--- config.mk ---
export PLATFORM = sky130hd
export DESIGN_NAME = irq_flag_bank
export DESIGN_NICKNAME = d
export VERILOG_FILES = /design/src/rtl/irq_bank_pkg.sv /design/src/rtl/irq_bank_ctrl.sv /design/src/rtl/irq_bank_dp.sv /design/src/rtl/irq_flag_bank.sv
export SDC_FILE = /design/constraint.sdc
export NUM_CORES = 1
export LEC_CHECK = 0
export BUFFER_PORTS_ARGS = -buffer_cell sky130_fd_sc_hd__buf_4
export CAP_MARGIN = 20
export CORE_MARGIN = 8
export CORE_UTILIZATION = 40
export DETAILED_ROUTE_END_ITERATION = 8
export GPL_TIMING_DRIVEN = 0
export PLACE_DENSITY = 0.91
export SLEW_MARGIN = 20
export SYNTH_ARGS = -nofsm -noshare
export SYNTH_HDL_FRONTEND = slang
export SYNTH_HIERARCHICAL = 1
export SYNTH_SLANG_ARGS = --single-unit
--- constraint.sdc ---
create_clock -name clk -period 3.76 [get_ports clk]
set_input_delay 0.564 -clock clk [delete_from_list [all_inputs] [get_ports clk]]
set_output_delay 0.564 -clock clk [all_outputs]
set_load 0.05 [all_outputs]
--- src/rtl/irq_bank_pkg.sv ---
package irq_bank_pkg;

  typedef enum logic [2:0] {
    SEL_NONE    = 3'd0,
    SEL_INFLAG  = 3'd1,
    SEL_OUTFLAG = 3'd2,
    SEL_INEN    = 3'd3,
    SEL_OUTEN   = 3'd4,
    SEL_GLOBAL  = 3'd5
  } readSel_e;

  typedef struct packed {
    logic     clrIn;
    logic     clrOut;
    logic     wrInEn;
    logic     wrOutEn;
    logic     wrGlobal;
    readSel_e rdSel;
  } bankStrobes_t;

endpackage

--- src/rtl/irq_bank_ctrl.sv ---
module irq_bank_ctrl
  import irq_bank_pkg::*;
#(
  parameter int ADDR_W        = 8,
  parameter int IN_FLAG_ADDR  = 8'h02,
  parameter int OUT_FLAG_ADDR = 8'h04,
  parameter int IN_EN_ADDR    = 8'h07,
  parameter int OUT_EN_ADDR   = 8'h09,
  parameter int GLOBAL_ADDR   = 8'h0B
) (
  input  logic              busRd,
  input  logic              busWr,
  input  logic [ADDR_W-1:0] busAddr,
  output bankStrobes_t      strb
);

  localparam logic [ADDR_W-1:0] InFlagA  = ADDR_W'(IN_FLAG_ADDR);
  localparam logic [ADDR_W-1:0] OutFlagA = ADDR_W'(OUT_FLAG_ADDR);
  localparam logic [ADDR_W-1:0] InEnA    = ADDR_W'(IN_EN_ADDR);
  localparam logic [ADDR_W-1:0] OutEnA   = ADDR_W'(OUT_EN_ADDR);
  localparam logic [ADDR_W-1:0] GlobalA  = ADDR_W'(GLOBAL_ADDR);

  logic hitInFlag, hitOutFlag, hitInEn, hitOutEn, hitGlobal;

  always_comb begin
    hitInFlag  = (busAddr == InFlagA);
    hitOutFlag = (busAddr == OutFlagA);
    hitInEn    = (busAddr == InEnA);
    hitOutEn   = (busAddr == OutEnA);
    hitGlobal  = (busAddr == GlobalA);
  end

  always_comb begin
    strb          = '0;
    strb.rdSel    = SEL_NONE;
    // Flag registers clear only on reads; writes to them decode to nothing.
    strb.clrIn    = busRd & hitInFlag;
    strb.clrOut   = busRd & hitOutFlag;
    strb.wrInEn   = busWr & hitInEn;
    strb.wrOutEn  = busWr & hitOutEn;
    strb.wrGlobal = busWr & hitGlobal;
    if (busRd) begin
      if (hitInFlag)       strb.rdSel = SEL_INFLAG;
      else if (hitOutFlag) strb.rdSel = SEL_OUTFLAG;
      else if (hitInEn)    strb.rdSel = SEL_INEN;
      else if (hitOutEn)   strb.rdSel = SEL_OUTEN;
      else if (hitGlobal)  strb.rdSel = SEL_GLOBAL;
    end
  end

endmodule

--- src/rtl/irq_bank_dp.sv ---
module irq_bank_dp
  import irq_bank_pkg::*;
#(
  parameter int          DATA_W   = 8,
  parameter logic [DATA_W-1:0] IN_MASK  = 8'h03,
  parameter logic [DATA_W-1:0] OUT_MASK = 8'h02
) (
  input  logic              clk,
  input  logic              rstN,
  input  bankStrobes_t      strb,
  input  logic [DATA_W-1:0] wdata,
  input  logic [DATA_W-1:0] inEvt,
  input  logic [DATA_W-1:0] outEvt,
  output logic [DATA_W-1:0] rdata,
  output logic              irqOut
);

  logic [DATA_W-1:0] inFlags, outFlags, inEn, outEn;
  logic [DATA_W-1:0] inFlagsNxt, outFlagsNxt, inEnNxt, outEnNxt;
  logic [DATA_W-1:0] inEvtLive, outEvtLive;
  logic              globalEn, globalEnNxt, irqNxt;

  always_comb begin
    inEvtLive   = inEvt & IN_MASK;
    outEvtLive  = outEvt & OUT_MASK;
    // Clear first, then OR in the new events, so a colliding event survives.
    inFlagsNxt  = ((strb.clrIn  ? '0 : inFlags)  | inEvtLive)  & IN_MASK;
    outFlagsNxt = ((strb.clrOut ? '0 : outFlags) | outEvtLive) & OUT_MASK;
    inEnNxt     = strb.wrInEn  ? (wdata & IN_MASK)  : inEn;
    outEnNxt    = strb.wrOutEn ? (wdata & OUT_MASK) : outEn;
    globalEnNxt = strb.wrGlobal ? wdata[0] : globalEn;
    irqNxt      = globalEnNxt & (|(inFlagsNxt & inEnNxt) | |(outFlagsNxt & outEnNxt));
  end

  for (genvar b = 0; b < DATA_W; b++) begin : g_bit
    if (IN_MASK[b]) begin : g_inLive
      always_ff @(posedge clk) begin
        if (!rstN) begin
          inFlags[b] <= 1'b0;
          inEn[b]    <= 1'b0;
        end else begin
          inFlags[b] <= inFlagsNxt[b];
          inEn[b]    <= inEnNxt[b];
        end
      end
    end else begin : g_inTied
      always_ff @(posedge clk) begin
        inFlags[b] <= 1'b0;
        inEn[b]    <= 1'b0;
      end
    end
    if (OUT_MASK[b]) begin : g_outLive
      always_ff @(posedge clk) begin
        if (!rstN) begin
          outFlags[b] <= 1'b0;
          outEn[b]    <= 1'b0;
        end else begin
          outFlags[b] <= outFlagsNxt[b];
          outEn[b]    <= outEnNxt[b];
        end
      end
    end else begin : g_outTied
      always_ff @(posedge clk) begin
        outFlags[b] <= 1'b0;
        outEn[b]    <= 1'b0;
      end
    end
  end

  always_ff @(posedge clk) begin
    if (!rstN) begin
      globalEn <= 1'b0;
      irqOut   <= 1'b0;
    end else begin
      globalEn <= globalEnNxt;
      irqOut   <= irqNxt;
    end
  end

  always_comb begin
    unique case (strb.rdSel)
      SEL_INFLAG:  rdata = inFlags;
      SEL_OUTFLAG: rdata = outFlags;
      SEL_INEN:    rdata = inEn;
      SEL_OUTEN:   rdata = outEn;
      SEL_GLOBAL:  rdata = {{(DATA_W-1){1'b0}}, globalEn};
      default:     rdata = '0;
    endcase
  end

  AST_CLEAR_ON_READ_IN: assert property (@(posedge clk) disable iff (!rstN)
    strb.clrIn |=> ((inFlags & ~$past(inEvtLive)) == '0));
  AST_CLEAR_ON_READ_OUT: assert property (@(posedge clk) disable iff (!rstN)
    strb.clrOut |=> ((outFlags & ~$past(outEvtLive)) == '0));
  AST_EVENT_NOT_LOST: assert property (@(posedge clk) disable iff (!rstN)
    (|inEvtLive) |=> ((inFlags & $past(inEvtLive)) == $past(inEvtLive)));
  AST_UNUSED_ZERO: assert property (@(posedge clk) disable iff (!rstN)
    ((inFlags & ~IN_MASK) == '0) && ((outFlags & ~OUT_MASK) == '0));
  AST_IRQ_NEEDS_GLOBAL: assert property (@(posedge clk) disable iff (!rstN)
    irqOut |-> globalEn);
  AST_FLAG_WRITE_IGNORED: assert property (@(posedge clk) disable iff (!rstN)
    (!strb.clrIn && inEvtLive == '0) |=> $stable(inFlags));

endmodule

--- src/rtl/irq_flag_bank.sv ---
module irq_flag_bank
  import irq_bank_pkg::*;
#(
  parameter int ADDR_W        = 8,
  parameter int DATA_W        = 8,
  parameter int IN_FLAG_ADDR  = 8'h02,
  parameter int OUT_FLAG_ADDR = 8'h04,
  parameter int IN_EN_ADDR    = 8'h07,
  parameter int OUT_EN_ADDR   = 8'h09,
  parameter int GLOBAL_ADDR   = 8'h0B,
  parameter logic [DATA_W-1:0] IN_MASK  = 8'h03,
  parameter logic [DATA_W-1:0] OUT_MASK = 8'h02
) (
  input  logic              clk,
  input  logic              rstN,
  input  logic [ADDR_W-1:0] busAddr,
  input  logic              busRd,
  input  logic              busWr,
  input  logic [DATA_W-1:0] busWdata,
  output logic [DATA_W-1:0] busRdata,
  input  logic [DATA_W-1:0] inEvt,
  input  logic [DATA_W-1:0] outEvt,
  output logic              irqOut
);

  bankStrobes_t strb;

  irq_bank_ctrl #(
    .ADDR_W(ADDR_W), .IN_FLAG_ADDR(IN_FLAG_ADDR), .OUT_FLAG_ADDR(OUT_FLAG_ADDR),
    .IN_EN_ADDR(IN_EN_ADDR), .OUT_EN_ADDR(OUT_EN_ADDR), .GLOBAL_ADDR(GLOBAL_ADDR)
  ) i_ctrl (
    .busRd(busRd), .busWr(busWr), .busAddr(busAddr), .strb(strb)
  );

  irq_bank_dp #(
    .DATA_W(DATA_W), .IN_MASK(IN_MASK), .OUT_MASK(OUT_MASK)
  ) i_dp (
    .clk(clk), .rstN(rstN), .strb(strb), .wdata(busWdata),
    .inEvt(inEvt), .outEvt(outEvt), .rdata(busRdata), .irqOut(irqOut)
  );

  AST_IDLE_RDATA_ZERO: assert property (@(posedge clk) disable iff (!rstN)
    !busRd |-> (busRdata == '0));

endmodule

==> results by group, run 1 <==
Final layout
  – Share of cells above drive strength 1: 37.0%
  – Most common cell after layout, fill and taps aside: buf_4
  – Most frequent cells in the layout: 25 x buf_4, 11 x nor2_1, 8 x dfxtp_1
  – Fin cells: ~110
  – Area delta synth->final: 36.7%
  – Number of fillers in the final layout: between 100 and 150
  – Diodes inserted: 0
  – Post-route cell area: ~760 um^2
  – Final Net Count: 130

GRT
  – Largest net degree at the start of global routing: 7
  – Grt ovf: 0
  – Vias in the first global route: 499
  – Total GRT Usage: approximately a tenth
  – Initial antenna violation count: 0
  – First-pass GRT wire length: a little under 2000 um

STA
  – Setup TNS: 0 ns
  – Crit share post-route: 74.5%
  – FMAX: ~360 MHz
  – Unrepaired setup endpoints after global routing: no
  – Final Max Tran Viols: 0
  – Clock Skew: slightly below 0.0009 ns
  – Final min period: between 2 and 3 ns
  – Finish-stage setup viols: 0
  – Final hold violations: 0

Route
  – DRC Markers: 0
  – Drt total wl: ~1300 um
  – Drt pass-1 iters: 2
  – DR iter-0 viols: 2
  – Met2 Wirelength: between 600 and 700 um
  – Via count: 525
  – Wl on met1: ~470 um
  – Via density: 4.91
  – Post-route antenna net violation count: 0
  – WL met3: between 90 and 100 um
  – Routed wire length per instance: 12.1 um
  – DR top layer: met4

Synthesis
  – Synth Register Bits: 8
  – Post-synthesis sequential area ratio: 29.0%
  – Syn Inst Count: 65
  – Dominant synthesized flop cell: dfxtp_1
  – EDFF count, synth: 0
  – Netlist cell types: 25
  – Mapped Area: between 500 and 600 um^2
  – Synth Warn #: 6
  – Avg Cell Area, Syn: 8.51 um^2
  – Ys async rst share: 0%

Critical path
  – Critical path's slowest cell: nor4_4
  – CP dominant cell by count: buf_4
  – Kind of cell adding the most delay to the critical path: simple AND/OR/NAND/NOR gates
  – CP Launch Type: input pin
  – Critical Path AT: roughly 2.2 ns
  – Required @ worst endpoint: between 3 and 4 ns
  – Crit path buffers/inverters: 2
  – Worst R2R Setup Slack: about 2.8 ns
  – CP Capture Type: primary output
  – Maximum fanout along the worst path: 5
  – CP peak stage delay: about 0.36 ns
  – Worst Path Class, Setup: in -> out
  – CP Cell Sequence: buf_4 > nor4_4 > nand4b_1 > nor2_1 > mux2i_1 > mux2_4 > o21ai_2 > buf_4

Floorplan
  – Placeable Area: 1300 um^2
  – Die Height: ~53 um
  – Num rows: 13
  – IO Count: 45
  – Die area: 2830 um^2
  – Initial core utilization: 42.5%
  – Die X: 53.2 um

Power
  – Static leakage: 0.329 nW
  – VDD IR max: 0.223 mV
  – PwrDens: between 200 and 300 nW/um^2

Clock network
  – Sink Count: 8
  – Clock Latency Late Sink: 0.25 ns
  – Root buf cell: clkbuf_4
  – CTS Hold Buffers Added: 0
  – Number of buffers created by CTS: 3
  – H-tree depth: 1
  – Clock transition at path regs: around 0.050 ns
  – Clock Path Buffers: 2
  – CTS tree: built
  – Cts repair resizes: 0
  – Total setup buffers inserted after CTS: 0

Placement
  – Dpl cells: between 100 and 150
  – DP HPWL: 1120 um
  – Port bufs: 19
  – Routability cong.: 0.734
  – Dpl cell area: roughly 730 um^2

Run
  – MaxCap Viol Count: 0

Hold path
  – HP Class: in -> reg

Status
  – Status: finished clean
==> layer usage <==
| metal | vias up | GRT usage [%] |
|---|---|---|
| met4 | 0 | 9.66 |
| met1 | 237 | 8.08 |
| li1 | 268 | - |
| met5 | - | 0 |
| met3 | 5 | 3.64 |
| met2 | 15 | 17.0 |
==> tightest hold or removal path: stages <==
cell and delay, ns:
buf_4 0.08, nor2_1 0.03, nor2_1 0.06
==> layout make-up <==
| cell class | count | area, um^2 | share of cell area (%) |
|---|---|---|---|
| flip-flops and latches | 8 | 160 | 21.2 |
| inverters | 1 | 3.75 | 0.497 |
| plain buffers | 6 | 45.0 | 5.96 |
| repair buffers | 19 | 143 | 18.9 |
| clock buffers | 3 | 22.5 | 2.98 |
| well taps | 15 | 18.8 | 2.48 |
| multi-input cells | 55 | 363 | 48.0 |
==> through the flow <==
stage          util (%)  power [mW]  hold slack, ns  setup WS (ns)
4_1_cts            58.1       0.204           0.527          0.956
6_report           58.1       0.200           0.530          0.958
3_3_place_gp       56.3       0.136           0.508          0.972
2_1_floorplan         -       0.118           0.479           1.07
3_5_place_dp       56.3       0.138           0.534          0.960
5_1_grt            58.1       0.212           0.526          0.839
==> kinds of logic (layout without fill, tap and decap cells) <==
logic type	after synthesis	after routing	share of synthesized area [%]
AOI/OAI and AO/OA	7	7	7.69
xor gates and xnor gates	2	2	3.17
buffers and inverters	7	29	8.82
DFF	8	8	29.0
muxes	7	7	14.3
other	1	6	0.678
and+or+nand+nor	33	33	36.4
==> path summary, 6_finish.rpt <==
path	from	end	cells after the start
worst max register to register	i_dp/inFlags[1]	i_dp/irqOut	3
worst min-delay path	inEvt[0]	i_dp/inFlags[0]	3
worst min register to register	i_dp/globalEn	i_dp/globalEn	2
worst max-delay path	busAddr[5]	busRdata[1]	8
==> synth_stat cells (all sizes together), types with 2 or more instances <==
library cell / n / share of area, %
nor2: 11 / 7.5
dfxtp: 8 / 29
buf: 6 / 8.1
o21ai: 5 / 5.2
and2: 4 / 4.5
mux2: 4 / 8.8
nor2b: 4 / 4.5
mux2i: 3 / 5.4
nand2: 3 / 2.0
nor3: 3 / 2.7
nand3: 2 / 1.8
nand3b: 2 / 2.7
xor2: 2 / 3.2
==> sequential cells by signal (all words and copies together), names as in the netlist <==
| name | count |
|---|---|
| i_dp/inEn | 2 |
| i_dp/inFlags | 2 |
| i_dp/globalEn | 1 |
| i_dp/irqOut | 1 |
| i_dp/outEn | 1 |
| i_dp/outFlags | 1 |
==> report_power, final <==
part	total, mW	switching (mW)	internal, mW
Sequential	0.0885	0.00115	0.0873
Combinational	0.0480	0.0269	0.0210
Clock	0.0639	0.0275	0.0364
Power figures use the tool's default switching activity.
==> run 2, diff against run 1 <==
--- a/config.mk
+++ b/config.mk
@@ -8,10 +8,10 @@
 export BUFFER_PORTS_ARGS = -buffer_cell sky130_fd_sc_hd__buf_4
 export CAP_MARGIN = 20
 export CORE_MARGIN = 8
-export CORE_UTILIZATION = 40
+export CORE_UTILIZATION = 33
 export DETAILED_ROUTE_END_ITERATION = 8
 export GPL_TIMING_DRIVEN = 0
-export PLACE_DENSITY = 0.91
+export PLACE_DENSITY = 0.82
 export SLEW_MARGIN = 20
 export SYNTH_ARGS = -nofsm -noshare
 export SYNTH_HDL_FRONTEND = slang
==> constraint.sdc (replaced) <==
create_clock -name clk -period 2.5 [get_ports clk]
set_input_delay 0.375 -clock clk [delete_from_list [all_inputs] [get_ports clk]]
set_output_delay 0.375 -clock clk [all_outputs]
set_load 0.05 [all_outputs]
==> results by group, run 2 (synthesized netlist as in run 1, its figures left out) <==
Status
  – Status: finished clean

GRT
  – Total GRT Usage: roughly 8.7%
  – Vias in the first global route: 570
  – Grt ovf: 0
  – Initial antenna violation count: 0
  – Largest net degree at the start of global routing: 7
  – First-pass GRT wire length: ~2300 um

Floorplan
  – IO Count: between 40 and 50
  – Die area: approximately 3200 um^2
  – Initial core utilization: 35.9%
  – Num rows: 14
  – Die X: approximately 57 um
  – Die Height: between 50 and 60 um
  – Placeable Area: between 1500 and 2000 um^2

Critical path
  – CP Launch Type: input pin
  – Required @ worst endpoint: 2.12 ns
  – Maximum fanout along the worst path: 5
  – Worst Path Class, Setup: in -> out
  – CP Capture Type: primary output
  – Critical Path AT: 1.98 ns

Route
  – DR iter-0 viols: 8
  – Routed wire length per instance: roughly 13 um
  – Via count: roughly 510
  – Post-route antenna net violation count: 0
  – DRC Markers: 0
  – Via density: 4.76
  – Drt pass-1 iters: 4
  – Drt total wl: between 1000 and 1500 um

Clock network
  – Root buf cell: clkbuf_4
  – Number of buffers created by CTS: 3
  – Clock transition at path regs: 0.05 ns
  – Total setup buffers inserted after CTS: 0
  – H-tree depth: 1
  – Clock Latency Late Sink: about 0.24 ns
  – CTS tree: built
  – Sink Count: 8
  – Clock Path Buffers: 2

Final layout
  – Fin cells: ~110
  – Most frequent cells in the layout: 25 x buf_4, 10 x nor2_1, 8 x dfxtp_1
  – Diodes inserted: 0
  – Number of fillers in the final layout: ~170
  – Post-route cell area: between 700 and 800 um^2
  – Share of cells above drive strength 1: a little under two fifths
  – Final Net Count: 130
  – Area delta synth->final: 37.3%
  – Largest regs: i_dp/inEn (2), i_dp/inFlags (2)
  – Most common cell after layout, fill and taps aside: buf_4
  – Multi-input gate area: 365 um^2
  – Register area: ~160 um^2

Placement
  – Port bufs: 19
  – Post-Place Worst Slack: between 0.05 and 0.06 ns
  – DP HPWL: roughly 1200 um
  – Dpl cells: ~110
  – Dpl cell area: around 730 um^2
  – Routability cong.: about 0.73

STA
  – Setup slack after layout: around 0.14 ns
  – Crit share post-route: a little over nine tenths
  – FMAX: 424 MHz
  – Final hold violations: 0
  – Unrepaired setup endpoints after global routing: no
  – Final min period: between 2 and 2.5 ns
  – Clock Skew: 0.00225 ns
  – Finish-stage setup viols: 0
  – Final Max Tran Viols: 0
  – Setup TNS: 0 ns

Power
  – Static leakage: about 0.33 nW
  – PwrDens: roughly 400 nW/um^2
  – VDD IR max: between 0.2 and 0.3 mV

Run
  – MaxCap Viol Count: 0

Hold path
  – HP Class: in -> reg
==> run 2: worst max-delay path, stage by stage <==
cell	delay (ns)
buf_4	0.12
nor4_4	0.36
nand4b_1	0.19
nor2_2	0.25
mux2i_1	0.11
mux2_4	0.27
o21ai_2	0.11
buf_4	0.20
==> run 2: final timing paths <==
| check | start | to | slack (ns) | depth (start not counted) |
|---|---|---|---|---|
| setup / recovery | busAddr[5] | busRdata[1] | 0.14 | 8 |
| hold / removal | inEvt[1] | i_dp/inFlags[1] | 0.35 | 3 |
| setup reg to reg | i_dp/inFlags[1] | i_dp/irqOut | 1.57 | 3 |
| hold reg to reg | i_dp/globalEn | i_dp/globalEn | 0.55 | 2 |
==> run 2: metal layers <==
| layer | GRT usage [%] | share of wire, % | up-vias |
|---|---|---|---|
| met5 | 0 | 0 | - |
| met4 | 6.04 | 2.3 | 0 |
| met3 | 2.43 | 5.8 | 4 |
| met2 | 15.5 | 53 | 17 |
| met1 | 8.47 | 39 | 224 |
| li1 | - | - | 269 |
==> run 2: repair_timing <==
action	in CTS	in global routing
gates resized for setup	0	1
hold endpoints to repair	0	0
hold buffers	0	0
setup endpoints to repair	0	2
==> run 2: metrics by stage <==
step	hold slack [ns]	power (mW)	util, %
global route	0.359	0.317	49.3
floorplan	0.479	0.178	-
finish	0.347	0.300	49.3
global placement	0.515	0.206	47.6
detailed placement	0.546	0.208	47.6
CTS	0.342	0.303	49.1
==> run 2: cell type report <==
class                           instances  area share, %
Inverter                                1          0.494
Timing Repair Buffer                   19           18.8
Tap cell                               16           2.64
Clock buffer                            3           2.97
Multi-Input combinational cell         55           48.1
Sequential cell                         8           21.1
Buffer                                  6           5.93
==> run 2: power by group <==
part	leakage (nW)	total [mW]	internal [mW]	switching, mW
registers	0.0654	0.133	0.131	0.00166
logic	0.250	0.0739	0.0317	0.0422
clock network	0.0138	0.0932	0.0546	0.0386
==> run 3, diff against run 2 <==
--- a/config.mk
+++ b/config.mk
@@ -8,10 +8,10 @@
 export BUFFER_PORTS_ARGS = -buffer_cell sky130_fd_sc_hd__buf_4
 export CAP_MARGIN = 20
 export CORE_MARGIN = 8
-export CORE_UTILIZATION = 33
+export CORE_UTILIZATION = 40
 export DETAILED_ROUTE_END_ITERATION = 8
 export GPL_TIMING_DRIVEN = 0
-export PLACE_DENSITY = 0.82
+export PLACE_DENSITY = 0.91
 export SLEW_MARGIN = 20
 export SYNTH_ARGS = -nofsm -noshare
 export SYNTH_HDL_FRONTEND = slang
==> constraint.sdc (replaced) <==
create_clock -name clk -period 3.1 [get_ports clk]
set_input_delay 0 -clock clk [delete_from_list [all_inputs] [get_ports clk]]
set_output_delay 0 -clock clk [all_outputs]
set_load 0.05 [all_outputs]
==> results by group, run 3 (synthesized netlist as in run 1, its figures left out) <==
STA
  – Hold Slack: just under 0.04 ns
  – Clock Skew: about 0.0015 ns
  – Final hold violations: 0
  – Finish-stage setup viols: 0
  – Setup TNS: 0 ns
  – Unrepaired setup endpoints after global routing: no
  – Final min period: approximately 1.7 ns
  – FMAX: a little under 600 MHz
  – Crit share post-route: between 50% and 60%
  – Setup slack after layout: around 1.4 ns
  – Final Max Tran Viols: 0

Route
  – Routed wire length per instance: 12.4 um
  – Post-route antenna net violation count: 0
  – Drt total wl: approximately 1400 um
  – DRC Markers: 0
  – Drt pass-1 iters: 4
  – Via density: 4.79
  – Via count: roughly 530
  – DR iter-0 viols: 3

Placement
  – DP HPWL: about 1100 um
  – Dpl cells: about 100
  – Post-Place Worst Slack: between 1 and 1.5 ns
  – Routability cong.: around 0.73
  – Port bufs: 19

Final layout
  – Diodes inserted: 0
  – Fin cells: approximately 110
  – Most common cell after layout, fill and taps aside: buf_4
  – Final Net Count: around 130
  – Multi-input gate area: between 300 and 400 um^2
  – Largest regs: i_dp/inEn (2), i_dp/inFlags (2)
  – Area delta synth->final: 43.9%
  – Number of fillers in the final layout: 126
  – Most frequent cells in the layout: 25 x buf_4, 11 x nor2_1, 8 x dfxtp_1
  – Register area: 160 um^2
  – Share of cells above drive strength 1: between 30% and 40%

Clock network
  – Number of buffers created by CTS: 3
  – Clock transition at path regs: about 0.05 ns
  – Cts repair resizes: 0
  – CTS tree: built
  – Sink Count: 8
  – H-tree depth: 1
  – Clock Latency Late Sink: approximately 0.25 ns
  – Total setup buffers inserted after CTS: 0
  – Root buf cell: clkbuf_4
  – Clock Path Buffers: 2

Critical path
  – CP dominant cell by count: buf_4
  – Critical path's slowest cell: nor4_4
  – Worst Path Class, Setup: in -> out
  – Crit path buffers/inverters: 2
  – Critical Path AT: roughly 1.7 ns
  – CP peak stage delay: ~0.36 ns
  – Required @ worst endpoint: just over 3 ns
  – Maximum fanout along the worst path: 5
  – CP Cell Sequence: buf_4 > nor4_4 > nand4b_1 > nor2_1 > mux2i_1 > mux2_4 > o21ai_2 > buf_4
  – Kind of cell adding the most delay to the critical path: simple AND/OR/NAND/NOR gates
  – CP Capture Type: primary output
  – CP Launch Type: input pin

Status
  – Status: finished clean

Power
  – Static leakage: around 0.35 nW
  – VDD IR max: 0.267 mV
  – PwrDens: 311 nW/um^2
  – Pwr Total: 0.248 mW

Run
  – MaxCap Viol Count: 0

Floorplan
  – Die X: roughly 53 um
  – Die Height: ~53 um
  – Num rows: 13
  – Initial core utilization: a little over two fifths
  – Placeable Area: 1300 um^2
  – Die area: roughly 2800 um^2
  – IO Count: 45

GRT
  – Total GRT Usage: between 10% and 20%
  – First-pass GRT wire length: between 2000 and 2500 um
  – Grt ovf: 0
  – Initial antenna violation count: 0
  – Vias in the first global route: between 500 and 600
  – Largest net degree at the start of global routing: 7

Hold path
  – HP Class: in -> reg
run 3: cell count changes in the layout (fill, tap and decap cells not counted):
| cell | change |
|---|---|
| nor2_1 | +1 |
| nor2_2 | -1 |
| dlygate4sd3_1 | +4 |
run 3: routing by layer:
metal | global-route usage (%) | up-vias | wire [um]
li1 | - | 276 | -
met1 | 8.08 | 232 | 503
met2 | 18.6 | 17 | 713
met3 | 3.64 | 7 | 104
met4 | 9.66 | 0 | 55
met5 | 0 | - | 0
run 3: per-stage QoR:
step | instance area [um^2] | util, %
finish | 796 | 61.2
CTS | 796 | 61.2
global route | 796 | 61.2
floorplan | 572 | -
global placement | 733 | 56.3
detailed placement | 733 | 56.3
run 3: path summary, 6_finish.rpt:
path                        end  slack [ns]  depth (start not counted)             from
hold reg to reg   i_dp/globalEn        0.55                          2    i_dp/globalEn
hold / removal    i_dp/globalEn        0.04                          3      busWdata[0]
setup / recovery    busRdata[1]        1.42                          8       busAddr[5]
setup reg to reg    i_dp/irqOut        2.15                          3  i_dp/inFlags[1]
run 3: power breakdown:
part,internal (mW),total (mW),switching (mW)
Sequential,0.106,0.107,0.00148
Combinational,0.0288,0.0626,0.0338
Clock,0.0442,0.0777,0.0335
run 3: area by class of cell:
cell class              count  share of cell area (%)
multi-input cells          55                    45.6
repair buffers             23                    23.0
flip-flops and latches      8                    20.1
plain buffers               6                    5.66
clock buffers               3                    2.83
well taps                  15                    2.36
inverters                   1                   0.472
run 3: timing repair:
| item | CTS | global route |
|---|---|---|
| hold endpoints to repair | 6 | 0 |
| hold buffers | 4 | 0 |
| endpoints found under the setup margin | 0 | 0 |
run 3: worst min-delay path, cell delays in order:
cell and delay, ns:
buf_4 0.08, mux2i_1 0.09, nor2_1 0.09
